$ cat src/rtl/ttr_pkg.sv
package ttr_pkg;

   typedef enum logic [3:0] {
      RK_CLKCFG = 4'd0,
      RK_CTRL   = 4'd1,
      RK_COUNT  = 4'd2,
      RK_INTV   = 4'd3,
      RK_MATCH0 = 4'd4,
      RK_MATCH1 = 4'd5,
      RK_MATCH2 = 4'd6,
      RK_STAT   = 4'd7,
      RK_IEN    = 4'd8,
      RK_EVCFG  = 4'd9,
      RK_EVVAL  = 4'd10
   } reg_kind_e;

   localparam int N_KINDS  = 11;
   localparam int N_MATCH  = 3;

   localparam int CLKCFG_W = 6;
   localparam int CTRL_W   = 6;
   localparam int STAT_W   = 6;
   localparam int IEN_W    = 6;
   localparam int EVCFG_W  = 3;

   // control register bit positions
   localparam int CB_STOP  = 0;
   localparam int CB_INTV  = 1;
   localparam int CB_DOWN  = 2;
   localparam int CB_MATCH = 3;
   localparam int CB_ZERO  = 4;

   localparam logic [CTRL_W-1:0] CTRL_RST  = 6'h21;
   localparam logic [CTRL_W-1:0] CTRL_KEEP = 6'h2F;

   // status bit positions
   localparam int SB_INTV   = 0;
   localparam int SB_MATCH0 = 1;
   localparam int SB_WRAP   = 4;

   // clock config fields
   localparam int PS_EN_BIT  = 0;
   localparam int PS_SEL_LSB = 1;
   localparam int PS_SEL_W   = 4;

endpackage

$ cat src/rtl/ttr_decode.sv
module ttr_decode
   import ttr_pkg::*;
#(
   parameter int ADDR_W = 8,
   parameter int N_CH   = 3,
   localparam int CH_W  = (N_CH > 1) ? $clog2(N_CH) : 1
) (
   input  logic [ADDR_W-1:0] addr,
   output logic              hit,
   output reg_kind_e         kind,
   output logic [CH_W-1:0]   ch
);

   localparam int WORD_W  = ADDR_W - 2;
   localparam int N_WORDS = N_KINDS * N_CH;

   logic [WORD_W-1:0] word;
   logic [31:0]       grp_w;
   logic [31:0]       chn_w;
   logic              unused_dec;

   assign word = addr[ADDR_W-1:2];

   always_comb begin
      hit   = (addr[1:0] == 2'b00) && (32'(word) < 32'(N_WORDS));
      grp_w = 32'(word) / 32'(N_CH);
      chn_w = 32'(word) % 32'(N_CH);
      kind  = hit ? reg_kind_e'(grp_w[3:0]) : RK_CLKCFG;
      ch    = hit ? chn_w[CH_W-1:0] : '0;
   end

   assign unused_dec = ^{grp_w[31:4], chn_w[31:CH_W]};

endmodule

$ cat src/rtl/ttr_prescale.sv
module ttr_prescale #(
   parameter int SEL_W = 4
) (
   input  logic             clk,
   input  logic             rst_n,
   input  logic             run,
   input  logic             en,
   input  logic [SEL_W-1:0] sel,
   output logic             tick
);

   localparam int PRE_W = 2 ** SEL_W;

   logic [PRE_W-1:0] pre_q;
   logic [PRE_W-1:0] limit;
   logic [PRE_W:0]   span;

   always_comb begin
      span  = {{PRE_W{1'b0}}, 1'b1} << ({1'b0, sel} + 1'b1);
      limit = span[PRE_W-1:0] - 1'b1;
   end

   always_ff @(posedge clk or negedge rst_n) begin
      if (!rst_n)                pre_q <= '0;
      else if (!run || !en)      pre_q <= '0;
      else if (pre_q == limit)   pre_q <= '0;
      else                       pre_q <= pre_q + 1'b1;
   end

   assign tick = run && (!en || (pre_q == limit));

endmodule

$ cat src/rtl/ttr_channel.sv
module ttr_channel
   import ttr_pkg::*;
#(
   parameter int DATA_W       = 32,
   parameter int CNT_W        = 16,
   parameter bit HAS_PRESCALE = 1'b1
) (
   input  logic              clk,
   input  logic              rst_n,
   input  logic              wr_sel,
   input  logic              clr,
   input  reg_kind_e         kind,
   input  logic [DATA_W-1:0] wdata,
   output logic [DATA_W-1:0] rd_word,
   output logic              irq
);

   logic [CLKCFG_W-1:0] clkcfg_q;
   logic [CTRL_W-1:0]   ctrl_q;
   logic [CNT_W-1:0]    count_q, count_d;
   logic [CNT_W-1:0]    intv_q;
   logic [CNT_W-1:0]    match_q [N_MATCH];
   logic [STAT_W-1:0]   stat_q, stat_set;
   logic [IEN_W-1:0]    ien_q;
   logic [EVCFG_W-1:0]  evcfg_q;
   logic                run, tick, wr_zero;
   logic                unused_wd;

   assign run       = !ctrl_q[CB_STOP];
   assign wr_zero   = wr_sel && (kind == RK_CTRL) && wdata[CB_ZERO];
   assign unused_wd = ^wdata[DATA_W-1:CNT_W];

   // tick source: divided or direct
   generate
      if (HAS_PRESCALE) begin : g_pre
         ttr_prescale #(.SEL_W(PS_SEL_W)) u_pre (
            .clk  (clk),
            .rst_n(rst_n),
            .run  (run),
            .en   (clkcfg_q[PS_EN_BIT]),
            .sel  (clkcfg_q[PS_SEL_LSB +: PS_SEL_W]),
            .tick (tick)
         );
      end else begin : g_direct
         assign tick = run;
      end
   endgenerate

   // next count and event flags
   always_comb begin
      count_d  = count_q;
      stat_set = '0;
      if (tick) begin
         if (!ctrl_q[CB_DOWN]) begin
            if (ctrl_q[CB_INTV] && (count_q == intv_q)) begin
               count_d           = '0;
               stat_set[SB_INTV] = 1'b1;
            end else if (&count_q) begin
               count_d           = '0;
               stat_set[SB_WRAP] = 1'b1;
            end else begin
               count_d = count_q + 1'b1;
            end
         end else begin
            if (count_q == '0) begin
               if (ctrl_q[CB_INTV]) begin
                  count_d           = intv_q;
                  stat_set[SB_INTV] = 1'b1;
               end else begin
                  count_d           = '1;
                  stat_set[SB_WRAP] = 1'b1;
               end
            end else begin
               count_d = count_q - 1'b1;
            end
         end
         if (ctrl_q[CB_MATCH]) begin
            for (int m = 0; m < N_MATCH; m++) begin
               if (count_d == match_q[m]) stat_set[SB_MATCH0 + m] = 1'b1;
            end
         end
      end
   end

   always_ff @(posedge clk or negedge rst_n) begin
      if (!rst_n) begin
         clkcfg_q <= '0;
         ctrl_q   <= CTRL_RST;
         count_q  <= '0;
         intv_q   <= '0;
         stat_q   <= '0;
         ien_q    <= '0;
         evcfg_q  <= '0;
      end else begin
         count_q <= wr_zero ? '0 : count_d;
         stat_q  <= (clr ? '0 : stat_q) | stat_set;
         if (wr_sel) begin
            case (kind)
               RK_CLKCFG: clkcfg_q <= wdata[CLKCFG_W-1:0];
               RK_CTRL:   ctrl_q   <= wdata[CTRL_W-1:0] & CTRL_KEEP;
               RK_INTV:   intv_q   <= wdata[CNT_W-1:0];
               RK_IEN:    ien_q    <= wdata[IEN_W-1:0];
               RK_EVCFG:  evcfg_q  <= wdata[EVCFG_W-1:0];
               default:   ;
            endcase
         end
      end
   end

   // one register per compare slot
   generate
      for (genvar m = 0; m < N_MATCH; m++) begin : g_match
         logic hit_m;
         assign hit_m = wr_sel && (4'(kind) == (4'(RK_MATCH0) + 4'(m)));
         always_ff @(posedge clk or negedge rst_n) begin
            if (!rst_n)     match_q[m] <= '0;
            else if (hit_m) match_q[m] <= wdata[CNT_W-1:0];
         end
      end
   endgenerate

   always_comb begin
      case (kind)
         RK_CLKCFG: rd_word = DATA_W'(clkcfg_q);
         RK_CTRL:   rd_word = DATA_W'(ctrl_q);
         RK_COUNT:  rd_word = DATA_W'(count_q);
         RK_INTV:   rd_word = DATA_W'(intv_q);
         RK_MATCH0: rd_word = DATA_W'(match_q[0]);
         RK_MATCH1: rd_word = DATA_W'(match_q[1]);
         RK_MATCH2: rd_word = DATA_W'(match_q[2]);
         RK_STAT:   rd_word = DATA_W'(stat_q);
         RK_IEN:    rd_word = DATA_W'(ien_q);
         RK_EVCFG:  rd_word = DATA_W'(evcfg_q);
         default:   rd_word = '0;
      endcase
   end

   assign irq = |(stat_q & ien_q);

endmodule

$ cat src/rtl/tri_timer_regs.sv
module tri_timer_regs
   import ttr_pkg::*;
#(
   parameter int ADDR_W       = 8,
   parameter int DATA_W       = 32,
   parameter int N_CH         = 3,
   parameter int CNT_W        = 16,
   parameter bit HAS_PRESCALE = 1'b1
) (
   input  logic              clk,
   input  logic              rst_n,
   input  logic [ADDR_W-1:0] bus_addr,
   input  logic              bus_wr,
   input  logic [DATA_W-1:0] bus_wdata,
   input  logic              bus_rd,
   output logic [DATA_W-1:0] bus_rdata,
   output logic [N_CH-1:0]   irq
);

   localparam int CH_W = (N_CH > 1) ? $clog2(N_CH) : 1;

   // elaboration-time parameter checks
   generate
      if (N_CH < 1) begin : g_bad_nch
         $error("tri_timer_regs: N_CH must be at least 1");
      end
      if ((2 ** (ADDR_W - 2)) < (N_KINDS * N_CH)) begin : g_bad_addr
         $error("tri_timer_regs: ADDR_W too narrow for register map");
      end
      if ((DATA_W <= CNT_W) || (CNT_W < 8)) begin : g_bad_width
         $error("tri_timer_regs: need 8 <= CNT_W < DATA_W");
      end
   endgenerate

   logic              dec_hit;
   reg_kind_e         dec_kind;
   logic [CH_W-1:0]   dec_ch;
   logic [N_CH-1:0]   wr_vec;
   logic [N_CH-1:0]   clr_vec;
   logic [DATA_W-1:0] ch_rd [N_CH];
   logic [DATA_W-1:0] rd_mux;

   ttr_decode #(.ADDR_W(ADDR_W), .N_CH(N_CH)) u_dec (
      .addr(bus_addr),
      .hit (dec_hit),
      .kind(dec_kind),
      .ch  (dec_ch)
   );

   generate
      for (genvar c = 0; c < N_CH; c++) begin : g_ch
         assign wr_vec[c]  = bus_wr && dec_hit && (dec_ch == CH_W'(c));
         assign clr_vec[c] = bus_rd && dec_hit && (dec_kind == RK_STAT)
                             && (dec_ch == CH_W'(c));
         ttr_channel #(
            .DATA_W      (DATA_W),
            .CNT_W       (CNT_W),
            .HAS_PRESCALE(HAS_PRESCALE)
         ) u_chan (
            .clk    (clk),
            .rst_n  (rst_n),
            .wr_sel (wr_vec[c]),
            .clr    (clr_vec[c]),
            .kind   (dec_kind),
            .wdata  (bus_wdata),
            .rd_word(ch_rd[c]),
            .irq    (irq[c])
         );
      end
   endgenerate

   always_comb begin
      rd_mux = '0;
      for (int c = 0; c < N_CH; c++) begin
         if (dec_hit && (dec_ch == CH_W'(c))) rd_mux = ch_rd[c];
      end
   end

   always_ff @(posedge clk or negedge rst_n) begin
      if (!rst_n)      bus_rdata <= '0;
      else if (bus_rd) bus_rdata <= rd_mux;
   end

endmodule

$ cat config.mk
export PLATFORM = sky130hd
export DESIGN_NAME = tri_timer_regs
export DESIGN_NICKNAME = d
export VERILOG_FILES = /design/src/rtl/ttr_pkg.sv /design/src/rtl/ttr_decode.sv /design/src/rtl/ttr_prescale.sv /design/src/rtl/ttr_channel.sv /design/src/rtl/tri_timer_regs.sv
export SDC_FILE = /design/constraint.sdc
export NUM_CORES = 1
export LEC_CHECK = 0
export BUFFER_PORTS_ARGS = -buffer_cell sky130_fd_sc_hd__buf_2
export CORE_MARGIN = 2
export CORE_UTILIZATION = 23
export DETAILED_ROUTE_END_ITERATION = 8
export PLACE_DENSITY = 0.4
export SLEW_MARGIN = 10
export SYNTH_ARGS = -nofsm -noshare
export SYNTH_HDL_FRONTEND = slang
export SYNTH_SLANG_ARGS = --single-unit
$ cat constraint.sdc
create_clock -name clk -period 4 [get_ports clk]
set_input_delay 0.2 -clock clk [delete_from_list [all_inputs] [get_ports clk]]
set_output_delay 0.2 -clock clk [all_outputs]
set_load 0.01 [all_outputs]
==> flow_summary.json <==
{
  "dp_cells": 4426,
  "ir_drop_v": 0.000295,
  "final-max-slew-violation-count": 0,
  "multiInputGateArea_mm2": 0.0159,
  "finClkSkew_ns": 0.0211,
  "slew_headroom_pct": 12.4,
  "leakagePower_nw": 13.8,
  "yosys_warnings": 0,
  "grt_pass1_vias": 22144,
  "yosys-top-cells-area": "dfrtp_1, mux2_2, xor2_1",
  "finalHoldViolCount": 0,
  "worstSetupEndpointType": "flip-flop",
  "dieArea_mm2": 0.116,
  "drt_iter0_drc": 1878,
  "synth_top_cell_by_area": "dfrtp_1",
  "swShare_pct": 40.5,
  "die_h_um": 340,
  "crit_type": "input pin to flip-flop",
  "antenna_found_initial": 4,
  "avgSynthCellArea_um2": 9.33,
  "route.detailed.drc": 0,
  "cts_buffers": 50,
  "critPathTopFamily": "compound AO/OA/AOI/OAI gates",
  "register_area_mm2": 0.00949,
  "crit_required_ns": 4.48,
  "yosysUniqueCellTypes": 98,
  "routed_wl_um": 105000,
  "clkPwrFrac_pct": 27.6,
  "ys_seq_area_share_pct": 36.5,
  "p_total_mw": 17.8,
  "internal-power_mw": 10.6,
  "hp-class": "input pin to async pin",
  "synth_seq_cells": 379,
  "routed_via_density": 4.96,
  "num_io_pins": 79,
  "synth_cells": 2790,
  "vias": 22443,
  "avgRoutedWirePerCell_um": 23.3,
  "placed_area_mm2": 0.0305,
  "ant_nets": 0,
  "synth_ff_type": "dfrtp_1",
  "nets": 3049,
  "combPwrFrac_pct": 46.9,
  "clk_pin_slew_ns": 0.06,
  "core-area_mm2": 0.112,
  "slowest_delay_ns": 0.39,
  "worstMarginPinSlew_ns": 1.31,
  "design_area_mm2": 0.0323,
  "netlist_area_mm2": 0.0260,
  "worstSkewPairLatency_ns": 0.63,
  "gp_congestion": 0.891,
  "pwr_density_cell_mw_per_mm2": 549,
  "status": "finished, final reports clean",
  "cts_tree": "done",
  "portBuffers": 46,
  "cts-root-buf": "clkbuf_16",
  "p_seq_share_pct": 25.5,
  "worstSetupStartpointType": "input pin",
  "finalCritPeriodShare_pct": 95.1,
  "stdcell_count": 4525,
  "finalSetupViolCount": 0,
  "rows": 123,
  "path_cells": "buf_2, ha_4, nand2b_4, o211ai_1, a31o_2, ha_4, a2111o_1, xor2_1, nand2_1, inv_1, ha_2, or2_4, a221oi_4, buf_4, buf_12, mux2_2, nand2_1, a41oi_1, a211oi_2, o32ai_1",
  "synth_top_area_share_pct": 35.9,
  "area_growth_pct": 24.3,
  "async_flop_share_pct": 100,
  "cp_max_fo": 36,
  "first_pass_iters": 5,
  "grt_start_max_net_pins": 100,
  "synth_edf_count": 0,
  "cap_violations": 0,
  "fmax_mhz": 263,
  "drive_above_1_share_pct": 26.0,
  "cts_sinks": 379,
  "fill_cells": 11963,
  "crit_buf_inv": 4,
  "clk_path_buf_depth": 3,
  "overflow": 0,
  "grt_pass1_wl_um": 157000,
  "hold_slack_ns": 0.159,
  "initial_core_util_pct": 23.2,
  "grtUsageTotal_pct": 17.9,
  "ctsHtreeMaxLevel": 2,
  "rsz0062_at_grt": "false",
  "p_sw_mw": 7.20,
  "finalSetupTns_ns": 0,
  "die_w_um": 340,
  "period_minus_slack_ns": 3.80,
  "crit_path_top_delay_cell": "mux2_2",
  "hpwl_um": 78700,
  "worstPathArrival_ns": 4.29
}
## power groups by stage
stage          Sequential (mW)  Combinational [mW]  Clock (mW)
2_1_floorplan             4.32                5.29           0
3_3_place_gp              4.59                8.27           0
3_5_place_dp              4.58                8.21           0
4_1_cts                   4.52                8.26        5.03
5_1_grt                   4.57                9.05        5.19
6_report                  4.52                8.33        4.91
## path summary, 6_finish.rpt
kind / start / slack [ns] / end / depth (start not counted)
worst max-delay path: bus_addr[7] / 0.20 / bus_rdata[4]$_DFFE_PN0P_ / 20
worst min-delay path: rst_n / 0.16 / g_ch[0].u_chan.g_pre.u_pre.pre_q[0]$_DFF_PN0_ / 2
worst max register to register: g_ch[2].u_chan.count_q[1]$_DFFE_PN0P_ / 0.25 / g_ch[2].u_chan.stat_q[3]$_DFF_PN0_ / 13
worst min register to register: g_ch[1].u_chan.ien_q[5]$_DFFE_PN0P_ / 0.51 / g_ch[1].u_chan.ien_q[5]$_DFFE_PN0P_ / 1
max in group asynchronous: rst_n / 2.69 / g_ch[1].u_chan.g_pre.u_pre.pre_q[0]$_DFF_PN0_ / 3
min in group clk: bus_wdata[9] / 0.17 / g_ch[2].u_chan.intv_q[9]$_DFFE_PN0P_ / 2
## through the flow
step | utilization, % | worst slack, ns
final | 28.8 | 0.197
after global routing | 28.8 | 0.00947
after floorplan | - | -0.779
after global placement | 27.2 | -0.487
after detailed placement | 27.2 | -0.491
after CTS | 28.7 | 0.0811
## placed cells by master, fill, tap and decap left out, types with 37 or more instances in the layout
cell / synthesis / final
dfrtp_1: 373 / 373
buf_4: 19 / 285
nand2_1: 227 / 220
xor2_1: 192 / 192
nor2_1: 192 / 187
xnor2_1: 162 / 162
mux2_2: 245 / 149
mux2_4: 20 / 116
a21oi_1: 105 / 103
nand3_1: 98 / 98
o21ai_0: 85 / 84
inv_1: 73 / 72
nor3_1: 56 / 54
mux2i_1: 53 / 52
clkbuf_16: 0 / 51
nor4_1: 48 / 45
buf_2: 29 / 45
a22oi_1: 37 / 37
## state kept, by name, indices dropped and copies added (netlist names)
name,cells
g_ch.u_chan.count_q,48
g_ch.u_chan.stat_q,15
g_ch.u_chan.clkcfg_q,18
g_ch.u_chan.evcfg_q,9
g_ch.u_chan.g_pre.u_pre.pre_q,48
bus_rdata,16
g_ch.u_chan.intv_q,48
g_ch.u_chan.ctrl_q,15
g_ch.u_chan.match_q,144
g_ch.u_chan.ien_q,18
## layer usage
layer | wire (um) | GRT usage [%] | share of wire (%) | vias up
met5 | 13 | 0 | 0.012 | -
met4 | 1750 | 3.68 | 1.7 | 2
met3 | 4350 | 2.20 | 4.1 | 94
met2 | 47400 | 28.0 | 45 | 550
met1 | 51700 | 26.4 | 49 | 11330
li1 | - | - | - | 10467
## cells in the mapped netlist, types with 9 or more instances
master and n:
dfrtp_1 373, mux2_2 245, nand2_1 227, nor2_1 192, xor2_1 192, clkbuf_1 172
xnor2_1 162, a21oi_1 105, nand3_1 98, o21ai_0 85, inv_1 73, nor3_1 56
mux2i_1 53, nor4_1 48, a211oi_1 38, a22oi_1 37, nand4_1 33, and3_1 30
buf_2 29, o31ai_1 26, ha_1 24, a22o_1 21, nand2b_1 21, o32ai_1 21
mux2_4 20, buf_4 19, buf_1 18, o211ai_1 18, or4_1 18, or3_1 16
a31oi_1 15, nor2b_1 15, o22ai_1 14, a221oi_1 13, a222oi_1 13, and2_1 13
a2111oi_0 12, nand4b_1 12, o221ai_1 12, o2111ai_1 10, a21o_1 9, or2_2 9
## final cells by class
type,count,share of cell area (%)
Antenna cell,5,0.0387
Clock buffer,74,4.49
Clock inverter,17,0.917
Inverter,73,0.847
Multi-Input combinational cell,2112,49.2
Sequential cell,379,29.3
Tap cell,1500,5.80
Timing Repair Buffer,365,9.37
## kinds of logic (layout without fill, tap and decap cells)
group           Yosys count  after routing  share of synthesized area [%]
flops                   379            379                           36.5
buf+inv                 314            529                           5.03
compound gates          560            560                           15.4
other cells               1             21                         0.0144
xor+xnor                354            354                           11.9
simple gates            838            838                           16.0
fa+ha+maj                24             24                           1.15
mux                     320            320                           14.0
## repair_timing
action,4_1_cts,5_1_grt
hold endpoints to repair,88,0
hold buffers,2,0
buffers inserted,0,1
gates resized for setup,0,8
endpoints found under the setup margin,0,32
Note: power is estimated with default switching activity, not from simulation.
